<file path="src/rtl/alarm_pkg.sv">
package alarm_pkg;
  localparam int NFLD     = 6;
  localparam int FLD_W    = 12;
  localparam int CTRL_W   = 7;
  localparam int GLB_BIT  = 6;
  localparam int PEND_BIT = 1;
  localparam int ADDR_W   = 3;

  typedef logic [FLD_W-1:0] fld_t;

  typedef enum logic [ADDR_W-1:0] {
    A_CTRL = 3'd0,
    A_PEND = 3'd1,
    A_SEC  = 3'd2,
    A_MIN  = 3'd3,
    A_HOUR = 3'd4,
    A_DAY  = 3'd5,
    A_MON  = 3'd6,
    A_YEAR = 3'd7
  } reg_addr_e;

  // Stored width of each alarm field, index 0 = second .. 5 = year
  function automatic int fld_w(input int idx);
    case (idx)
      0, 1:    return 7;
      2, 3:    return 6;
      4:       return 5;
      default: return 12;
    endcase
  endfunction
endpackage

</file>
<file path="src/rtl/alarm_regfile.sv">
module alarm_regfile
  import alarm_pkg::*;
#(
  parameter int DATA_W = 16
) (
  input  logic                         clk,
  input  logic                         rst_n,
  input  logic                         wr_en,
  input  logic [ADDR_W-1:0]            wr_addr,
  input  logic [DATA_W-1:0]            wr_data,
  input  logic [ADDR_W-1:0]            rd_addr,
  input  logic                         pend,
  output logic [DATA_W-1:0]            rd_data,
  output logic [CTRL_W-1:0]            ctrl_q,
  output logic [NFLD-1:0][FLD_W-1:0]   alm_q
);
  localparam int FIRST_FLD = int'(A_SEC);

  logic [CTRL_W-1:0] ctrl_d;
  logic              ctrl_en;

  assign ctrl_en = wr_en && (wr_addr == A_CTRL);
  always_comb ctrl_d = ctrl_en ? wr_data[CTRL_W-1:0] : ctrl_q;

  always_ff @(posedge clk or negedge rst_n) begin
    if (!rst_n) ctrl_q <= '0;
    else        ctrl_q <= ctrl_d;
  end

  for (genvar g = 0; g < NFLD; g++) begin : g_fld
    localparam int   W    = fld_w(g);
    localparam fld_t MASK = fld_t'((1 << W) - 1);
    logic we;
    fld_t d;
    assign we = wr_en && (wr_addr == ADDR_W'(g + FIRST_FLD));
    always_comb d = we ? (wr_data[FLD_W-1:0] & MASK) : alm_q[g];
    always_ff @(posedge clk or negedge rst_n) begin
      if (!rst_n) alm_q[g] <= '0;
      else        alm_q[g] <= d;
    end
  end

  always_comb begin
    rd_data = '0;
    case (rd_addr)
      A_CTRL:  rd_data[CTRL_W-1:0] = ctrl_q;
      A_PEND:  rd_data[PEND_BIT]   = pend;
      default: rd_data[FLD_W-1:0]  = alm_q[int'(rd_addr) - FIRST_FLD];
    endcase
  end
endmodule

</file>
<file path="src/rtl/alarm_match.sv">
module alarm_match
  import alarm_pkg::*;
(
  input  logic                        tick,
  input  logic [CTRL_W-1:0]           ctrl,
  input  logic [NFLD-1:0][FLD_W-1:0]  alm,
  input  logic [NFLD-1:0][FLD_W-1:0]  cur,
  output logic                        hit
);
  logic [NFLD-1:0] fld_hit;

  for (genvar g = 0; g < NFLD; g++) begin : g_cmp
    assign fld_hit[g] = ctrl[g] && (cur[g] == alm[g]);
  end

  assign hit = tick && ctrl[GLB_BIT] && (|fld_hit);
endmodule

</file>
<file path="src/rtl/alarm_pending.sv">
module alarm_pending (
  input  logic clk,
  input  logic rst_n,
  input  logic set,
  input  logic clr,
  output logic pend
);
  logic pend_d;
  logic pend_en;

  assign pend_en = set || clr;
  always_comb pend_d = set ? 1'b1 : 1'b0;

  always_ff @(posedge clk or negedge rst_n) begin
    if (!rst_n)       pend <= 1'b0;
    else if (pend_en) pend <= pend_d;
  end
endmodule

</file>
<file path="src/rtl/bcd_alarm_cmp.sv">
module bcd_alarm_cmp
  import alarm_pkg::*;
#(
  parameter int DATA_W = 16
) (
  input  logic              clk,
  input  logic              rst_n,
  input  logic              sec_tick,
  input  logic [7:0]        cur_sec,
  input  logic [7:0]        cur_min,
  input  logic [7:0]        cur_hour,
  input  logic [7:0]        cur_mday,
  input  logic [7:0]        cur_mon,
  input  logic [11:0]       cur_year,
  input  logic              wr_en,
  input  logic [2:0]        wr_addr,
  input  logic [DATA_W-1:0] wr_data,
  input  logic [2:0]        rd_addr,
  output logic [DATA_W-1:0] rd_data,
  output logic              alarm_irq
);
  logic rst_meta;
  logic rst_core_n;

  always_ff @(posedge clk or negedge rst_n) begin
    if (!rst_n) begin
      rst_meta   <= 1'b0;
      rst_core_n <= 1'b0;
    end else begin
      rst_meta   <= 1'b1;
      rst_core_n <= rst_meta;
    end
  end

  logic [CTRL_W-1:0]          ctrl_q;
  logic [NFLD-1:0][FLD_W-1:0] alm_q;
  logic [NFLD-1:0][FLD_W-1:0] cur;
  logic                       hit;
  logic                       clr;
  logic                       pend;

  assign cur[0] = {4'h0, cur_sec};
  assign cur[1] = {4'h0, cur_min};
  assign cur[2] = {4'h0, cur_hour};
  assign cur[3] = {4'h0, cur_mday};
  assign cur[4] = {4'h0, cur_mon};
  assign cur[5] = cur_year;

  assign clr = wr_en && (wr_addr == A_PEND) && wr_data[PEND_BIT];

  alarm_regfile #(.DATA_W(DATA_W)) u_regs (
    .clk     (clk),
    .rst_n   (rst_core_n),
    .wr_en   (wr_en),
    .wr_addr (wr_addr),
    .wr_data (wr_data),
    .rd_addr (rd_addr),
    .pend    (pend),
    .rd_data (rd_data),
    .ctrl_q  (ctrl_q),
    .alm_q   (alm_q)
  );

  alarm_match u_match (
    .tick (sec_tick),
    .ctrl (ctrl_q),
    .alm  (alm_q),
    .cur  (cur),
    .hit  (hit)
  );

  alarm_pending u_pend (
    .clk   (clk),
    .rst_n (rst_core_n),
    .set   (hit),
    .clr   (clr),
    .pend  (pend)
  );

  assign alarm_irq = pend;
endmodule

</file>
<file path="config.mk">
export PLATFORM = sky130hd
export DESIGN_NAME = bcd_alarm_cmp
export DESIGN_NICKNAME = d
export VERILOG_FILES = /design/src/rtl/alarm_pkg.sv /design/src/rtl/alarm_regfile.sv /design/src/rtl/alarm_match.sv /design/src/rtl/alarm_pending.sv /design/src/rtl/bcd_alarm_cmp.sv
export SDC_FILE = /design/constraint.sdc
export NUM_CORES = 1
export LEC_CHECK = 0
export BUFFER_PORTS_ARGS = -buffer_cell sky130_fd_sc_hd__buf_2
export CORE_ASPECT_RATIO = 0.8
export CORE_MARGIN = 2
export CORE_UTILIZATION = 45
export DETAILED_ROUTE_END_ITERATION = 16
export HOLD_SLACK_MARGIN = 0.02
export PLACE_DENSITY = 0.7
export SYNTH_ARGS = -nofsm -noshare
export SYNTH_HDL_FRONTEND = slang
export SYNTH_HIERARCHICAL = 1
export SYNTH_SLANG_ARGS = --single-unit
</file>
<file path="constraint.sdc">
create_clock -name clk -period 2.2 [get_ports clk]
set_input_delay 0 -clock clk [delete_from_list [all_inputs] [get_ports clk]]
set_output_delay 0 -clock clk [all_outputs]
set_load 0.1 [all_outputs]
</file>
==> summary.md, run 1 <==
| Metric | Value |
|---|---|
| Ys Warns | 6 |
| Routed wl met3 | 754 µm |
| Sequential share of the synthesized area | 37.5% |
| Crit share post-route | 87.4% |
| Final worst slack | 277 ps |
| Setup TNS | 0 ps |
| Hold path depth | 2 |
| Data arrival time of the critical path | 1920 ps |
| Post-synthesis sequential element count | 53 |
| Number of vias per cell | 4.82 |
| Setup bufs post-CTS | 0 |
| CP delay by family, top | simple AND/OR/NAND/NOR gates |
| # DRC | 0 |
| Final instance area | 0.00420 mm² |
| Commonest cells after routing, fill and taps aside | buf_2 (86), conb_1 (54), dfrtp_1 (52), xnor2_1 (51), mux2_2 (50) |
| Synthesized area | 0.00354 mm² |
| Starting Density | 47.2% |
| CP bufs+invs | 3 |
| Antenna Cells | 0 |
| CP cell instances | buf_2 -> inv_1 -> ha_1 -> nor3_1 -> and3_1 -> buf_2 |
| Min Tclk post-route | 1920 ps |
| Post-route ant nets | 0 |
| Worst path max stage delay | 520 ps |
| Final hold slack | 49.6 ps |
| Slowest stage cell on the critical path | nor3_1 |
| Clock insertion delay at the later pin of the skew report | 300 ps |
| Number of global-route vias before repair | 2493 |
| Initial drt markers | 194 |
| Yosys top cell area share | 37.5% |
| Crit path kind | in -> out |
| WL met1 | 3.71 mm |
| Most used cell, CP | buf_2 |
| Hold crit path type | in -> reg |
| WL/cell | 15.5 µm |
| Initial antenna violation count | 0 |
| Worst setup skew after layout | 5.71 ps |
| Highest routed layer | met4 |
| Port buffer count | 86 |
| Post-CTS sizing | 0 |
| Largest cells by area after synthesis | dfrtp_1 (37%), mux2_2 (16%), xnor2_1 (13%) |
| GP Congestion | 0.870 |
| Total GRT Usage | 19.9% |
| Setup Viol. Count Final | 0 |
| Die Wd | 103 µm |
| Clock Path Buffers | 2 |
| Syn avg cell area | 11.3 µm² |
| P per Cell Area | 743 mW/mm² |
| Placement row count | 28 |
| Clk slew on worst S/H paths | 90 ps |
| Io pins | 95 |
| Startpoint Class | input port |
| Final hold vios | 0 |
| Post-synth cell types | 36 |
| Post-DP HPWL | 6.56 mm |
| Largest net degree at the start of global routing | 52 |
| TritonCTS Sinks | 53 |
| Cell Count, Final, Fillers Out | 531 |
| Fmax | 520 MHz |
| Layout net count | 504 |
| TritonCTS buffer count | 5 |
| Vias post-DR | 2561 |
| Number of H-tree levels | 2 |
| CP required | 2200 ps |
| Core Util, Final | 56.0% |
| Worst vdd rail ir drop | 0.333 mV |
| Reg2Reg Depth | 5 |
| Share of cells above drive strength 1 | 36.9% |
| Worst-margin pin slew | 652 ps |
| Synth area leader | dfrtp_1 |
| Final WL | 8.22 mm |
| Slew headroom | 56.3% |
| P_leak | 1.94 nW |
| Mapped Cells | 313 |
| Status | finished, final reports clean |
| Drt pass-1 iters | 5 |
| Crit. End Element | primary output |
| Core Region | 0.00750 mm² |
| Die Y | 83.3 µm |
| CTS tree | done |
| Root Buffer | clkbuf_8 |
| Crit. path cell count | 6 |
| Dpl cell area | 0.00401 mm² |
| Post-placement worst setup slack | 304 ps |
| Power, Total | 3.12 mW |
| RSZ-0062 raised after global routing | false |
| Max-slew violation count | 0 |
| Most common cell after layout, fill and taps aside | buf_2 |
| Post-Place Cells | 515 |
| Metal2 WL | 3.63 mm |
| Synthesis-to-finish area growth | 18.8% |
| Max_cap viols | 0 |
| First-pass GRT wire length | 12.8 mm |
| Die area | 0.00859 mm² |
| Grt total ovfl | 0 |
| Crit path max fanout | 12 |
-- worst reg2reg max path, delay by kind of cell, from the launching register on --
kind | cells | cell delay [ps]
XOR/XNOR | 1 | 170
flip-flops | 1 | 430
AO/OA/AOI/OAI | 3 | 660
AND/OR/NAND/NOR | 1 | 330
-- sequential cells by signal, summed over array words and instances, names as in the netlist --
signal and flops:
u_regs/alm_q 43, u_pend/pend 1, rst_core_n 1, u_regs/ctrl_q 7
rst_meta 1
-- where the power goes --
group	leakage, nW	internal (mW)	switching [mW]
Sequential	0.636	1.18	0.222
Combinational	1.24	0.479	0.564
Clock	0.0585	0.371	0.307
-- logic make-up (layout without fill, tap and decap cells) --
| kind of cell | after synthesis | count (layout) | synth area share (%) |
|---|---|---|---|
| muxes | 63 | 63 | 21.4 |
| other | 3 | 54 | 0.318 |
| DFF | 53 | 53 | 37.5 |
| xor gates and xnor gates | 72 | 72 | 17.8 |
| buffers and inverters | 53 | 115 | 9.80 |
| AOI/OAI and AO/OA | 17 | 17 | 3.78 |
| adders and majority gates | 1 | 1 | 0.354 |
| and+or+nand+nor | 51 | 51 | 9.06 |
-- per-layer routing --
layer,up-vias,global-route usage (%)
met3,12,4.29
met2,114,29.7
li1,1245,-
met4,0,5.38
met1,1190,29.2
met5,-,0
-- path summary, 6_finish.rpt --
path                                                    from                            to  slack (ps)
worst max-delay path                              rd_addr[1]                    rd_data[8]         280
worst min-delay path                              wr_data[5]  u_regs/alm_q[29]$_DFFE_PN0P_          50
worst max register to register  u_regs/alm_q[60]$_DFFE_PN0P_       u_pend/pend$_DFFE_PN0P_         550
worst min register to register          rst_core_n$_DFF_PN0_  u_regs/alm_q[26]$_DFFE_PN0P_         370
max in group asynchronous               rst_core_n$_DFF_PN0_  u_regs/alm_q[41]$_DFFE_PN0P_        1410
min in group asynchronous               rst_core_n$_DFF_PN0_  u_regs/alm_q[26]$_DFFE_PN0P_         370
-- layout make-up --
type | count | area, µm²
clock buffer | 7 | 86.3
clock inverter | 1 | 30.0
fill | 684 | 3300
inverter | 10 | 37.5
multi-input combinational | 258 | 2060
sequential | 53 | 1330
tap | 105 | 131
timing repair buffer | 97 | 533
-- cells in the mapped netlist --
| cell | number |
|---|---|
| a31oi_1 | 1 |
| mux2_2 | 50 |
| or3b_2 | 1 |
| a41oi_1 | 3 |
| o21ai_0 | 1 |
| buf_4 | 36 |
| buf_2 | 4 |
| nor2_1 | 1 |
| nor4b_4 | 1 |
| o22ai_1 | 2 |
| nor4bb_1 | 1 |
| dfrtp_1 | 53 |
| a21oi_1 | 1 |
| nand3_1 | 6 |
| mux4_2 | 5 |
| ha_1 | 1 |
| clkbuf_1 | 2 |
| nand2_1 | 10 |
| a32o_1 | 2 |
| nor4_1 | 9 |
| inv_1 | 10 |
| a21o_1 | 1 |
| buf_6 | 1 |
| o221ai_1 | 4 |
| xnor2_1 | 51 |
| nand4b_1 | 4 |
| mux2i_1 | 8 |
| nor3_1 | 1 |
| nor3_2 | 1 |
| a31o_2 | 1 |
| conb_1 | 3 |
| nor2_2 | 1 |
| nand4_1 | 10 |
| a22oi_1 | 1 |
| and3_1 | 5 |
| xor2_1 | 21 |
-- what timing repair did --
| action | 4_1_cts | 5_1_grt |
|---|---|---|
| hold buffers | 8 | 0 |
| setup endpoints to repair | 0 | 0 |
| endpoints found under the hold margin | 11 | 0 |
No activity file was read; power rests on OpenSTA's default activity.
==> inputs of run 2 (changes only) <==
--- a/config.mk
+++ b/config.mk
@@ -5,13 +5,13 @@
 export SDC_FILE = /design/constraint.sdc
 export NUM_CORES = 1
 export LEC_CHECK = 0
-export BUFFER_PORTS_ARGS = -buffer_cell sky130_fd_sc_hd__buf_2
 export CORE_ASPECT_RATIO = 0.8
 export CORE_MARGIN = 2
 export CORE_UTILIZATION = 45
 export DETAILED_ROUTE_END_ITERATION = 16
+export DONT_BUFFER_PORTS = 1
+export GPL_ROUTABILITY_DRIVEN = 0
 export HOLD_SLACK_MARGIN = 0.02
-export PLACE_DENSITY = 0.7
 export SYNTH_ARGS = -nofsm -noshare
 export SYNTH_HDL_FRONTEND = slang
 export SYNTH_HIERARCHICAL = 1
==> run 2 against run 1 <==
Worst setup slack improved by 190 ps. Sequential power about the same. First-iteration DRC count decreased by 65%. Critical path type is now reg -> out. Non-clock buffer count decreased by 62. Flip-flop and latch count unchanged. Highest routed layer unchanged. Routed wire length decreased by 0.73%. Largest cell class unchanged. Critical path depth decreased by 3. Die area unchanged. Via count decreased by 6.8%. Final area decreased by 5.4%.
==> summary.md, run 2 (synthesis gave the netlist of run 1 again) <==
| Metric | Value |
|---|---|
| R2R setup slack | 570 ps |
| Initial antenna violation count | 0 |
| Vias post-DR | 2387 |
| Hold crit path type | in -> reg |
| Die Y | 83.3 µm |
| Clk slew on worst S/H paths | 90 ps |
| Worst-margin pin slew | 770 ps |
| Crit. End Element | primary output |
| Placement row count | 28 |
| Clock insertion delay at the later pin of the skew report | 310 ps |
| Commonest cells after routing, fill and taps aside | conb_1 (54), dfrtp_1 (52), xnor2_1 (51), mux2_2 (50), xor2_1 (21) |
| Worst setup skew after layout | 4.84 ps |
| Starting Density | 47.2% |
| Antenna Cells | 0 |
| Crit path max fanout | 3 |
| P_leak | 1.69 nW |
| Post-route ant nets | 0 |
| Clock Path Buffers | 2 |
| Data arrival time of the critical path | 1740 ps |
| P per Cell Area | 742 mW/mm² |
| Slowest stage cell on the critical path | mux4_2 |
| Post-placement worst setup slack | 623 ps |
| Die area | 0.00859 mm² |
| CTS tree | done |
| Grt total ovfl | 0 |
| Max_cap viols | 0 |
| Startpoint Class | flip-flop |
| Worst path max stage delay | 480 ps |
| TritonCTS Sinks | 53 |
| Crit path kind | reg -> out |
| RR Startpoint | u_regs/alm_q[29]$_DFFE_PN0P_ |
| Most common cell after layout, fill and taps aside | conb_1 |
| Die Wd | 103 µm |
| Routed wl met3 | 585 µm |
| Number of vias per cell | 5.09 |
| Largest net degree at the start of global routing | 23 |
| Synthesis-to-finish area growth | 12.3% |
| Post-DP HPWL | 6.40 mm |
| Min Tclk post-route | 1740 ps |
| Initial drt markers | 68 |
| Final hold vios | 0 |
| CP cell instances | mux4_2 -> a31o_2 -> buf_4 |
| Root Buffer | clkbuf_8 |
| Share of cells above drive strength 1 | 24.5% |
| Worst hold start | wr_addr[0] |
| First-pass GRT wire length | 12.9 mm |
| Drt pass-1 iters | 4 |
| Biggest register | u_regs/alm_q |
| WL/cell | 17.4 µm |
| Core Util, Final | 53.0% |
| Max-slew violation count | 0 |
| Final worst slack | 463 ps |
| Final WL | 8.16 mm |
| Status | finished, final reports clean |
| TritonCTS buffer count | 5 |
| Setup Viol. Count Final | 0 |
| Post-CTS sizing | 0 |
| Power, Total | 2.95 mW |
| CP delay by family, top | multiplexers |
| Final instance area | 0.00397 mm² |
| Core Region | 0.00750 mm² |
| Crit share post-route | 79.0% |
| # DRC | 0 |
| WL met1 | 3.84 mm |
| Layout net count | 442 |
| Dpl cell area | 0.00370 mm² |
| Highest routed layer | met4 |
| CP Launch Point | u_regs/alm_q[37]$_DFFE_PN0P_ |
| CP bufs+invs | 1 |
| Number of H-tree levels | 2 |
| Fmax | 576 MHz |
| Number of global-route vias before repair | 2489 |
| Io pins | 95 |
| Slew headroom | 48.5% |
| Worst vdd rail ir drop | 0.278 mV |
| RSZ-0062 raised after global routing | false |
| CP required | 2200 ps |
| Total GRT Usage | 19.8% |
| Port buffer count | 0 |
| Metal2 WL | 3.69 mm |
| Top flop regs | u_regs/alm_q: 43 flops, u_regs/ctrl_q: 7 flops |
| Max reg flops | 43 |
| Setup bufs post-CTS | 0 |
==> run 2: what timing repair did <==
action | 4_1_cts | 5_1_grt
endpoints found under the hold margin | 53 | 0
endpoints found under the setup margin | 0 | 0
hold buffers | 19 | 0
==> run 2: metal layers <==
layer / vias up / global-route usage (%)
met5: - / 0
met4: 0 / 3.23
met3: 4 / 5.56
met2: 82 / 30.2
met1: 1181 / 28.6
li1: 1120 / -
==> run 2: path summary, 6_finish.rpt <==
kind,to,cells after the start
max,rd_data[1],3
min,u_regs/alm_q[2]$_DFFE_PN0P_,2
max reg2reg,u_pend/pend$_DFFE_PN0P_,6
min reg2reg,u_regs/alm_q[50]$_DFFE_PN0P_,0
max in group asynchronous,u_regs/ctrl_q[1]$_DFFE_PN0P_,1
min in group asynchronous,u_regs/alm_q[50]$_DFFE_PN0P_,0
==> run 2: through the flow <==
step | hold WS [ps] | TNS, ps | std cells
6_report | 32.0 | 0 | 469
5_1_grt | 25.6 | 0 | 469
3_5_place_dp | -296 | 0 | 442
2_1_floorplan | -296 | -393 | 364
4_1_cts | 23.2 | 0 | 469
3_3_place_gp | -296 | 0 | 442
==> run 2: cell type report <==
cell class              count  area, µm²
multi-input cells         258       2080
clock buffers               5       68.8
repair buffers             35        310
flip-flops and latches     53       1330
inverters                  10       37.5
fillers                   698       3520
clock inverters             3       17.5
well taps                 105        131
==> run 2: power by group <==
| part | total [mW] | switching [mW] | internal [mW] |
|---|---|---|---|
| Combinational | 0.985 | 0.513 | 0.472 |
| Clock | 0.554 | 0.334 | 0.221 |
| Sequential | 1.41 | 0.231 | 1.18 |
| Total | 2.95 | 1.08 | 1.87 |
==> inputs of run 3 (changes only) <==
==> constraint.sdc (replaced) <==
create_clock -name clk -period 1.4 [get_ports clk]
set_input_delay 0 -clock clk [delete_from_list [all_inputs] [get_ports clk]]
set_output_delay 0 -clock clk [all_outputs]
set_load 0.1 [all_outputs]
==> run 3 against run 2 <==
The flow now finishes with violations (negative setup slack). Worst setup slack got worse by 790 ps. Die area did not move. Worst hold slack improved by 78 ps. Final area rose by 17%. Final cell count rose by 8.1%. Utilization rose by 8.8 points. Largest cell class unchanged.
==> summary.md, run 3 (synthesis gave the netlist of run 1 again) <==
| Metric | Value |
|---|---|
| Status | complete, but fails checks |
| Failing checks | negative setup slack |
| Vias post-DR | 2501 |
| Data arrival time of the critical path | 1730 ps |
| Clock Path Buffers | 2 |
| CP cell instances | buf_6 -> mux4_2 -> a31o_4 |
| Hold path depth | 3 |
| CP Launch Point | u_regs/alm_q[13]$_DFFE_PN0P_ |
| CTS tree | done |
| Number of global-route vias before repair | 2613 |
| Largest net degree at the start of global routing | 52 |
| Synthesis-to-finish area growth | 31.1% |
| Number of vias per cell | 4.93 |
| Grt total ovfl | 0 |
| Starting Density | 47.2% |
| Most common cell after layout, fill and taps aside | conb_1 |
| Max reg flops | 43 |
| Final hold vios | 0 |
| Power, Total | 5.29 mW |
| Crit path max fanout | 2 |
| TritonCTS Sinks | 53 |
| RSZ-0062 raised after global routing | true |
| Final WL | 8.71 mm |
| Crit. path cell count | 3 |
| Number of H-tree levels | 2 |
| CP required | 1400 ps |
| Slowest stage cell on the critical path | mux4_2 |
| Initial antenna violation count | 1 |
| Worst path max stage delay | 490 ps |
| Initial drt markers | 103 |
| Setup Viol. Count Final | 8 |
| Worst setup skew after layout | 11.7 ps |
| Io pins | 95 |
| Layout net count | 479 |
| Fmax | 579 MHz |
| Top flop regs | u_regs/alm_q: 43 flops, u_regs/ctrl_q: 7 flops |
| Clock insertion delay at the later pin of the skew report | 310 ps |
| Placement row count | 28 |
| Worst vdd rail ir drop | 0.552 mV |
| Commonest cells after routing, fill and taps aside | conb_1 (54), dfrtp_1 (51), mux2_2 (50), xnor2_1 (47), buf_4 (31) |
| Hold crit path type | in -> reg |
| Min Tclk post-route | 1730 ps |
| Root Buffer | clkbuf_8 |
| Die Wd | 103 µm |
| Clk slew on worst S/H paths | 110 ps |
| Startpoint Class | flip-flop |
| Final worst slack | -326 ps |
| Crit path kind | reg -> out |
| Drt pass-1 iters | 4 |
| Crit. End Element | primary output |
| Post-route ant nets | 0 |
| P_leak | 1.95 nW |
| Biggest register | u_regs/alm_q |
| WL/cell | 17.2 µm |
| CP bufs+invs | 1 |
| Max_cap viols | 0 |
| Total GRT Usage | 21.1% |
| Core Region | 0.00750 mm² |
| Share of cells above drive strength 1 | 39.4% |
| Post-Place Cells | 470 |
| Cell Count, Final, Fillers Out | 507 |
| First-pass GRT wire length | 13.7 mm |
| Crit share post-route | 123% |
| Layout filler cell count | 645 |
| Reg2Reg Depth | 7 |
| Die area | 0.00859 mm² |
| CP delay by family, top | multiplexers |
| P per Cell Area | 1140 mW/mm² |
| Worst hold start | wr_addr[0] |
| # DRC | 0 |
| Max-slew violation count | 0 |
| RR Startpoint | u_regs/alm_q[18]$_DFFE_PN0P_ |
| Post-DP HPWL | 6.67 mm |
| Port buffer count | 0 |
| Die Y | 83.3 µm |
| TritonCTS buffer count | 5 |
-- run 3: changes by cell type in the layout (fill, tap and decap cells not counted), moves of 5 or more --
cell | before | now
buf_12 | 0 | 12
inv_2 | 0 | 5
nor4_1 | 9 | 3
buf_4 | 16 | 31
nor4_2 | 0 | 6
and3_2 | 0 | 5
inv_1 | 10 | 5
buf_6 | 0 | 10
and3_1 | 5 | 0
-- run 3: metrics by stage --
stage	setup WS (ps)	util (%)	TNS (ps)	hold slack (ps)	cell area, µm²
5_1_grt	-365	61.8	-2390	110	4640
6_report	-326	61.8	-1920	110	4640
3_5_place_dp	-159	55.2	-180	-296	4140
4_1_cts	-316	60.8	-2110	82.4	4560
3_3_place_gp	-121	55.2	-121	-296	4140
2_1_floorplan	6.91	-	0	-296	3830
-- run 3: timing repair --
| action | CTS | global route |
|---|---|---|
| buffers inserted | 9 | 2 |
| hold buffers | 19 | 0 |
| setup endpoints to repair | 8 | 15 |
| resized for setup | 20 | 14 |
| pin swaps | 9 | 14 |
| hold endpoints to repair | 53 | 0 |
| cloned | 0 | 0 |
-- run 3: power by group --
part / internal (mW) / switching, mW / total [mW] / leakage, nW
Combinational: 1.20 / 1.08 / 2.28 / 1.28
Sequential: 1.85 / 0.277 / 2.13 / 0.635
Clock: 0.352 / 0.537 / 0.889 / 0.0364
Total: 3.40 / 1.89 / 5.29 / 1.95
-- run 3: final timing paths --
path                                                     end  slack [ps]
worst max register to register       u_pend/pend$_DFFE_PN0P_        -150
worst min-delay path            u_regs/alm_q[13]$_DFFE_PN0P_         110
worst min register to register  u_regs/alm_q[62]$_DFFE_PN0P_         240
max in group asynchronous               rst_core_n$_DFF_PN0_         830
worst max-delay path                              rd_data[1]        -330
min in group asynchronous       u_regs/alm_q[62]$_DFFE_PN0P_         240
-- run 3: worst reg2reg max path: stages, from the launching register on --
cell     delay (ps)
dfrtp_1         390
buf_4           140
xnor2_1         150
nand4_1         150
nor4_2          190
a41oi_2         180
a31oi_1         200
a21o_1          100
-- run 3: layout make-up --
type	instances	area, µm²	area share [%]
Antenna cell	1	2.50	0.0540
Tap cell	105	131	2.83
Sequential cell	53	1330	28.7
Clock inverter	3	22.5	0.486
Inverter	10	37.5	0.809
Timing Repair Buffer	72	776	16.7
Clock buffer	5	68.8	1.48
Multi-Input combinational cell	258	2270	48.9
-- run 3: layer usage --
metal	up-vias	track usage [%]	part of all wire [%]
li1	1195	-	-
met1	1231	29.9	45
met2	67	32.5	47
met3	8	5.30	5.9
met4	0	4.67	1.5
met5	-	0	0
